==> src/rtl/spk_pkg.sv <==
// Shared constants for the spike packet encoder.
// Assumes a 32-bit packet whose type field is at bits 23:21.
package spk_pkg;
    localparam logic [2:0] PKT_TYPE_SPIKE = 3'b001;
    localparam int PKT_W = 32;

    typedef enum logic [1:0] {
        ST_IDLE = 2'd0,
        ST_PICK = 2'd1,
        ST_READ = 2'd2,
        ST_SEND = 2'd3
    } walk_state_t;
endpackage

==> src/rtl/spk_lowbit.sv <==
// Finds the lowest set bit of a vector and reports whether any bit is set.
// Purely combinational; W is any width >= 2.
module spk_lowbit #(
    parameter int W  = 16,
    parameter int IW = $clog2(W)
) (
    input  logic [W-1:0]  vec,
    output logic          found,
    output logic [IW-1:0] idx
);
    // scan from the top so the lowest set bit wins
    always_comb begin
        idx = '0;
        for (int i = W - 1; i >= 0; i--) begin
            if (vec[i]) idx = IW'(i);
        end
        found = |vec;
    end
endmodule

==> src/rtl/spk_pending.sv <==
// Holds spikes that wait for service. New pulses are OR-ed in every cycle.
// The served bit is cleared; a pulse on that same bit in the same cycle survives.
module spk_pending #(
    parameter int N  = 16,
    parameter int IW = $clog2(N)
) (
    input  logic          clk,
    input  logic          rst_n,
    input  logic [N-1:0]  spike_in,
    input  logic          clr_en,
    input  logic [IW-1:0] clr_idx,
    output logic [N-1:0]  pend
);
    logic [N-1:0] clr_mask;

    // one-hot clear mask for the output taken into service
    generate
        for (genvar g = 0; g < N; g++) begin : g_mask
            assign clr_mask[g] = clr_en && (clr_idx == IW'(g));
        end
    endgenerate

    // accumulate new spikes, drop the one being served
    always_ff @(posedge clk) begin
        if (!rst_n) pend <= '0;
        else        pend <= (pend & ~clr_mask) | spike_in;
    end
endmodule

==> src/rtl/spk_pkt_fmt.sv <==
// Maps a destination entry into the outgoing packet layout.
// Assumes the field widths fit the fixed 32-bit packet positions.
module spk_pkt_fmt #(
    parameter int X_W   = 4,
    parameter int Y_W   = 4,
    parameter int NRN_W = 4,
    parameter int WT_W  = 8,
    parameter int ENT_W = 1 + X_W + Y_W + NRN_W + WT_W
) (
    input  logic [ENT_W-1:0]         entry,
    output logic [spk_pkg::PKT_W-1:0] pkt
);
    localparam int WT_LO  = 0;
    localparam int NRN_LO = WT_W;
    localparam int Y_LO   = NRN_LO + NRN_W;
    localparam int X_LO   = Y_LO + Y_W;

    // place each field at its packet position, unused bits zero
    always_comb begin
        pkt        = '0;
        pkt[31:28] = 4'(entry[X_LO +: X_W]);
        pkt[27:24] = 4'(entry[Y_LO +: Y_W]);
        pkt[23:21] = spk_pkg::PKT_TYPE_SPIKE;
        pkt[11:8]  = 4'(entry[NRN_LO +: NRN_W]);
        pkt[7:0]   = 8'(entry[WT_LO +: WT_W]);
    end
endmodule

==> src/rtl/spike_pkt_encoder.sv <==
// Walks the destination blocks allocated to each firing output and emits one
// packet per valid entry over a valid/acknowledge handshake.
// Assumes mem_rdata answers mem_addr in the same cycle, and the allocation
// table is stable while a walk runs.
module spike_pkt_encoder #(
    parameter int N_OUT     = 16,
    parameter int N_BLK     = 64,
    parameter int BLK_DEPTH = 16,
    parameter int X_W       = 4,
    parameter int Y_W       = 4,
    parameter int NRN_W     = 4,
    parameter int WT_W      = 8,
    localparam int OUT_IW   = $clog2(N_OUT),
    localparam int BLK_IW   = $clog2(N_BLK),
    localparam int ENT_IW   = $clog2(BLK_DEPTH),
    localparam int ADDR_W   = BLK_IW + ENT_IW,
    localparam int ENT_W    = 1 + X_W + Y_W + NRN_W + WT_W
) (
    input  logic                      clk,
    input  logic                      rst_n,
    input  logic [N_OUT-1:0]          spike_in,
    input  logic [N_OUT*N_BLK-1:0]    alloc_table,
    output logic                      mem_rd,
    output logic [ADDR_W-1:0]         mem_addr,
    input  logic [ENT_W-1:0]          mem_rdata,
    output logic                      pkt_valid,
    output logic [spk_pkg::PKT_W-1:0] pkt_data,
    input  logic                      pkt_ack
);
    import spk_pkg::*;

    walk_state_t          state_q;
    logic [N_BLK-1:0]     rem_q;
    logic [BLK_IW-1:0]    blk_q;
    logic [ENT_IW-1:0]    ent_q;
    logic [N_OUT-1:0]     pend;
    logic                 pend_found;
    logic [OUT_IW-1:0]    pend_idx;
    logic                 blk_found;
    logic [BLK_IW-1:0]    blk_idx;
    logic [PKT_W-1:0]     fmt_pkt;
    logic                 take_out;
    logic                 last_ent;
    logic                 ent_valid;

    assign take_out  = (state_q == ST_IDLE) && pend_found;
    assign last_ent  = (ent_q == ENT_IW'(BLK_DEPTH - 1));
    assign ent_valid = mem_rdata[ENT_W-1];
    assign mem_rd    = (state_q == ST_READ);
    assign mem_addr  = {blk_q, ent_q};

    spk_pending #(.N(N_OUT)) u_pend (
        .clk      (clk),
        .rst_n    (rst_n),
        .spike_in (spike_in),
        .clr_en   (take_out),
        .clr_idx  (pend_idx),
        .pend     (pend)
    );

    spk_lowbit #(.W(N_OUT)) u_out_sel (
        .vec   (pend),
        .found (pend_found),
        .idx   (pend_idx)
    );

    spk_lowbit #(.W(N_BLK)) u_blk_sel (
        .vec   (rem_q),
        .found (blk_found),
        .idx   (blk_idx)
    );

    spk_pkt_fmt #(.X_W(X_W), .Y_W(Y_W), .NRN_W(NRN_W), .WT_W(WT_W)) u_fmt (
        .entry (mem_rdata),
        .pkt   (fmt_pkt)
    );

    // walk controller: pick output, hop blocks, step slots, hold packets
    always_ff @(posedge clk) begin
        if (!rst_n) begin
            state_q   <= ST_IDLE;
            rem_q     <= '0;
            blk_q     <= '0;
            ent_q     <= '0;
            pkt_valid <= 1'b0;
            pkt_data  <= '0;
        end else begin
            case (state_q)
                ST_IDLE: begin
                    if (pend_found) begin
                        rem_q   <= alloc_table[pend_idx*N_BLK +: N_BLK];
                        state_q <= ST_PICK;
                    end
                end
                ST_PICK: begin
                    if (blk_found) begin
                        blk_q          <= blk_idx;
                        rem_q[blk_idx] <= 1'b0;
                        ent_q          <= '0;
                        state_q        <= ST_READ;
                    end else begin
                        state_q <= ST_IDLE;
                    end
                end
                ST_READ: begin
                    if (ent_valid) begin
                        pkt_data  <= fmt_pkt;
                        pkt_valid <= 1'b1;
                        state_q   <= ST_SEND;
                    end else if (last_ent) begin
                        state_q <= ST_PICK;
                    end else begin
                        ent_q <= ent_q + 1'b1;
                    end
                end
                ST_SEND: begin
                    if (pkt_ack) begin
                        pkt_valid <= 1'b0;
                        if (last_ent) begin
                            state_q <= ST_PICK;
                        end else begin
                            ent_q   <= ent_q + 1'b1;
                            state_q <= ST_READ;
                        end
                    end
                end
                default: state_q <= ST_IDLE;
            endcase
        end
    end
endmodule

==> config.mk <==
export PLATFORM = sky130hd
export DESIGN_NAME = spike_pkt_encoder
export DESIGN_NICKNAME = d
export VERILOG_FILES = /design/src/rtl/spk_pkg.sv /design/src/rtl/spk_lowbit.sv /design/src/rtl/spk_pending.sv /design/src/rtl/spk_pkt_fmt.sv /design/src/rtl/spike_pkt_encoder.sv
export SDC_FILE = /design/constraint.sdc
export NUM_CORES = 1
export LEC_CHECK = 0
export ABC_AREA = 1
export BUFFER_PORTS_ARGS = -buffer_cell sky130_fd_sc_hd__buf_2
export CORE_AREA = 2 2 437 439
export CTS_CLUSTER_SIZE = 16
export DETAILED_ROUTE_END_ITERATION = 7
export DIE_AREA = 0 0 439 441
export PLACE_DENSITY_LB_ADDON = 0.1
export SLEW_MARGIN = 10
export SYNTH_ARGS = -nofsm -noshare
export SYNTH_HDL_FRONTEND = slang
export SYNTH_SLANG_ARGS = --single-unit
==> constraint.sdc <==
create_clock -name clk -period 3.7 [get_ports clk]
set_input_delay 0.925 -clock clk [delete_from_list [all_inputs] [get_ports clk]]
set_output_delay 0.925 -clock clk [all_outputs]
set_load 0.01 [all_outputs]
==> flow_metrics.py <==
metrics = {
    "sta": {
        "finClkSkew_ns": 0.0147,
        "setup_ws_ns": -0.636,
        "max_slew.worst_pin.slew_ns": 0.804,
        "fin_crit_sh": 1.17,
        "grt_setup_unrepaired": "yes",
        "max_clock_freq_mhz": 231,
        "final-hold-violation-count": 0,
        "timing.final.crit_period_ns": 4.34,
        "final-setup-viol-count": 64,
        "max_slew_margin": 0.461,
        "final_number_of_max_transition_violations": 0,
    },
    "detailed_routing": {
        "post-route-drc-count": 0,
        "drt-total-wl_um": 196000,
        "drtAntennaViolNets": 0,
        "routed-via-count": 26200,
        "drt_iter0_drc": 1921,
        "post_drt_via_cell_ratio": 3.98,
        "dr.pass1.iters": 5,
        "wl_per_cell_um": 29.9,
    },
    "critical_path": {
        "worst_path_most_repeated_cell": "sky130_fd_sc_hd__nand2_1",
        "timing.critical_path.required_ns": 4.05,
        "critical_path.reg2reg.endpoint": "rem_q[26]$_SDFFE_PN0P_",
        "max_stage_delay_ns": 0.34,
        "reg2reg_setup_slack_ns": -0.64,
        "crit_path_max_fanout": 8,
        "worst_r2r_path_depth": 68,
        "timing.critical_path.from": "rem_q[62]$_SDFFE_PN0P_",
        "worst_endpoint_data_arrival_time_ns": 4.68,
        "startpoint_of_the_worst_register_to_register_path": "rem_q[62]$_SDFFE_PN0P_",
        "timing.critical_path.slowest_stage_cell": "sky130_fd_sc_hd__dfxtp_2",
        "crit_end": "rem_q[26]$_SDFFE_PN0P_",
        "crit_path_start_kind": "register",
        "timing.critical_path.to_type": "register",
        "critPathKind": "reg2reg",
    },
    "clock_tree": {
        "ctsHtreeMaxLevel": 4,
        "cts-hold-fix-buffers": 0,
        "cts_made_buffers": 17,
        "cts.clk_slew.worst_paths_ns": 0.07,
        "cts.path.max_buffers": 2,
        "clk-insertion-delay-late_ns": 0.48,
        "cts-root-buf": "sky130_fd_sc_hd__clkbuf_16",
        "numClockSinks": 114,
        "cts_tree": "built",
    },
    "pwr": {
        "max-vdd-ir-drop_uv": 392,
        "clock_group_share_of_total_power": 0.175,
        "combinational_power_share": 0.680,
        "power.static_leakage_nw": 11.9,
        "net-switching-power_mw": 5.30,
        "pwr-share-seq": 0.145,
        "cellPowerDensity_mw_per_mm2": 388,
        "cell_internal_pwr_mw": 5.08,
        "total_power_mw": 10.4,
        "switching_share": 0.511,
    },
    "place": {
        "placed_instances": 6454,
        "io_buffers": 1096,
        "dp_hpwl_um": 170000,
        "globalplace.congestion": 0.928,
    },
    "finish": {
        "mostFrequentLayoutCells": "sky130_fd_sc_hd__buf_2 (1096), sky130_fd_sc_hd__nand2_1 (813), sky130_fd_sc_hd__nand3_1 (501), sky130_fd_sc_hd__buf_4 (286), sky130_fd_sc_hd__a21oi_1 (261)",
        "layout.cells.most_common": "sky130_fd_sc_hd__buf_2",
        "fillerInstances": 22500,
        "fraction_of_layout_cells_with_a_size_suffix_above_1": 0.391,
        "instances_no_fill": 6578,
        "final_util": 0.141,
        "num-nets-final": 5047,
        "synthToLayoutAreaGrowth_pct": 84.9,
    },
    "synthesis": {
        "synthesis.area_per_instance_sq_um": 5.25,
        "synth.cell_area_sq_mm": 0.0145,
        "synth.ff_latch_count": 114,
        "syn_inst": 2756,
        "netlist-cell-type-count": 32,
        "yosysWarningCount": 0,
        "ys_seq_area_frac": 0.158,
    },
    "status": {
        "failed_checks": "setup timing",
        "run_status": "complete, but fails checks",
    },
    "grt": {
        "grt_usage": 0.194,
        "antenna_found_initial": 163,
        "via_count_of_the_first_global_routing_pass": 26100,
        "overflow": 0,
        "grt_pass1_wl_um": 252000,
        "grt_max_degree": 121,
    },
    "worst_hold_path": {
        "hold-path-cell-count": 2,
        "hold_path_class": "reg2reg",
    },
    "floorplan": {
        "fp.dieW_um": 439,
        "cell_rows": 160,
        "effective_utilization_at_floorplan": 0.0765,
        "chipHeight_um": 441,
        "die-area_sq_mm": 0.194,
        "core_area_sq_mm": 0.189,
        "io_pins": 1108,
    },
    "job": {
        "max-cap-violations": 0,
    },
}
layout make-up:
cell class / count / area (sq um) / share of cell area
inverters: 164 / 633 / 0.0237
diodes: 72 / 180 / 0.00674
multi-input cells: 2235 / 11000 / 0.410
flip-flops and latches: 114 / 2290 / 0.0855
repair buffers: 1450 / 8930 / 0.334
clock inverters: 9 / 130 / 0.00486
clock buffers: 23 / 468 / 0.0175
well taps: 2511 / 3140 / 0.117
worst max-delay path, delay by kind of cell, from the launching register on:
family,cells,cell delay (ns)
compound gates,1,0.05
buf+inv,2,0.24
flops,1,0.34
simple gates,65,3.58
power groups by stage:
stage,Clock [mW],Combinational (mW),Sequential [mW]
after global routing,1.93,7.63,1.52
after floorplan,0,2.64,1.50
final,1.82,7.05,1.50
after CTS,1.90,7.00,1.50
after detailed placement,0,6.81,1.52
after global placement,0,6.88,1.53
through the flow:
| stage | setup slack [ns] | cell area (sq um) | hold slack [ns] | TNS, ns |
|---|---|---|---|---|
| floorplan | 0.170 | 14500 | 0.450 | 0 |
| global placement | -1.07 | 25300 | 0.446 | -58.86 |
| detailed placement | -0.861 | 25300 | 0.453 | -41.83 |
| CTS | -0.664 | 26100 | 0.465 | -39.30 |
| global route | -1.31 | 26600 | 0.478 | -81.46 |
| finish | -0.636 | 26700 | 0.463 | -37.32 |
routing by layer:
metal  wire (um)  up-vias  GRT usage
li1            -    12100          -
met1       81000    12700      0.239
met2       95900     1063      0.334
met3       15300      268     0.0533
met4        3800       76     0.0430
met5         488        -          0
kinds of logic (layout without fill, tap and decap cells):
kind of cell               after synthesis  count (layout)  share of synthesized area
other                                    1              83                   0.000259
adders and majority gates                1               1                   0.000865
and+or+nand+nor                       1716            1716                      0.531
DFF                                    114             114                      0.158
AOI/OAI and AO/OA                      507             507                      0.197
buffers and inverters                  417            1646                      0.113
synthesized netlist by cell type:
cell type,n,share of area
sky130_fd_sc_hd__buf_6,3,0.0023
sky130_fd_sc_hd__o21ai_0,114,0.039
sky130_fd_sc_hd__o21a_1,1,0.00052
sky130_fd_sc_hd__o22ai_1,35,0.015
sky130_fd_sc_hd__nor3_1,11,0.0038
sky130_fd_sc_hd__buf_1,10,0.0026
sky130_fd_sc_hd__a311oi_1,2,0.0012
sky130_fd_sc_hd__and3_1,3,0.0013
sky130_fd_sc_hd__inv_2,1,0.00026
sky130_fd_sc_hd__nand4_1,203,0.088
sky130_fd_sc_hd__conb_1,1,0.00026
sky130_fd_sc_hd__dfxtp_1,114,0.16
sky130_fd_sc_hd__inv_1,158,0.041
sky130_fd_sc_hd__buf_2,3,0.0010
sky130_fd_sc_hd__nand3_1,525,0.18
sky130_fd_sc_hd__a21o_1,1,0.00052
sky130_fd_sc_hd__nand2_2,1,0.00043
sky130_fd_sc_hd__clkbuf_1,226,0.059
sky130_fd_sc_hd__buf_4,11,0.0057
sky130_fd_sc_hd__nor4_1,15,0.0065
sky130_fd_sc_hd__nand2_1,832,0.22
sky130_fd_sc_hd__a21oi_1,282,0.098
sky130_fd_sc_hd__o31ai_1,1,0.00052
sky130_fd_sc_hd__a2111oi_0,1,0.00061
sky130_fd_sc_hd__a221oi_1,65,0.039
sky130_fd_sc_hd__ha_1,1,0.00086
sky130_fd_sc_hd__o311ai_0,1,0.00061
sky130_fd_sc_hd__clkinv_1,5,0.0013
sky130_fd_sc_hd__a31oi_1,1,0.00043
sky130_fd_sc_hd__nand2_4,2,0.0016
sky130_fd_sc_hd__nor2_1,124,0.032
sky130_fd_sc_hd__a211oi_1,3,0.0016
worst min-delay path by stage:
stage	start	to	slack (ns)
detailed placement	pkt_data[27]$_SDFFE_PN0P_	pkt_data[27]$_SDFFE_PN0P_	0.45
CTS	pkt_data[30]$_SDFFE_PN0P_	pkt_data[30]$_SDFFE_PN0P_	0.47
finish	pkt_data[26]$_SDFFE_PN0P_	pkt_data[26]$_SDFFE_PN0P_	0.46
floorplan	u_pend.pend[7]$_SDFF_PN0_	u_pend.pend[7]$_SDFF_PN0_	0.45
global route	pkt_data[11]$_SDFFE_PN0P_	pkt_data[11]$_SDFFE_PN0P_	0.48
global placement	pkt_data[21]$_SDFFE_PN0P_	pkt_data[21]$_SDFFE_PN0P_	0.45
state kept, by name (all words and copies together) (netlist names):
register	flops
blk_q	6
ent_q	4
pkt_data	21
pkt_valid	1
rem_q	64
state_q	2
u_pend.pend	16
timing repair:
item / CTS / global route
setup endpoints to repair: 67 / 67
setup buffers: 9 / 9
pin swaps: 5 / 18
cloned: 0 / 3
resized for setup: 33 / 72
No activity file was read; power rests on OpenSTA's default activity.
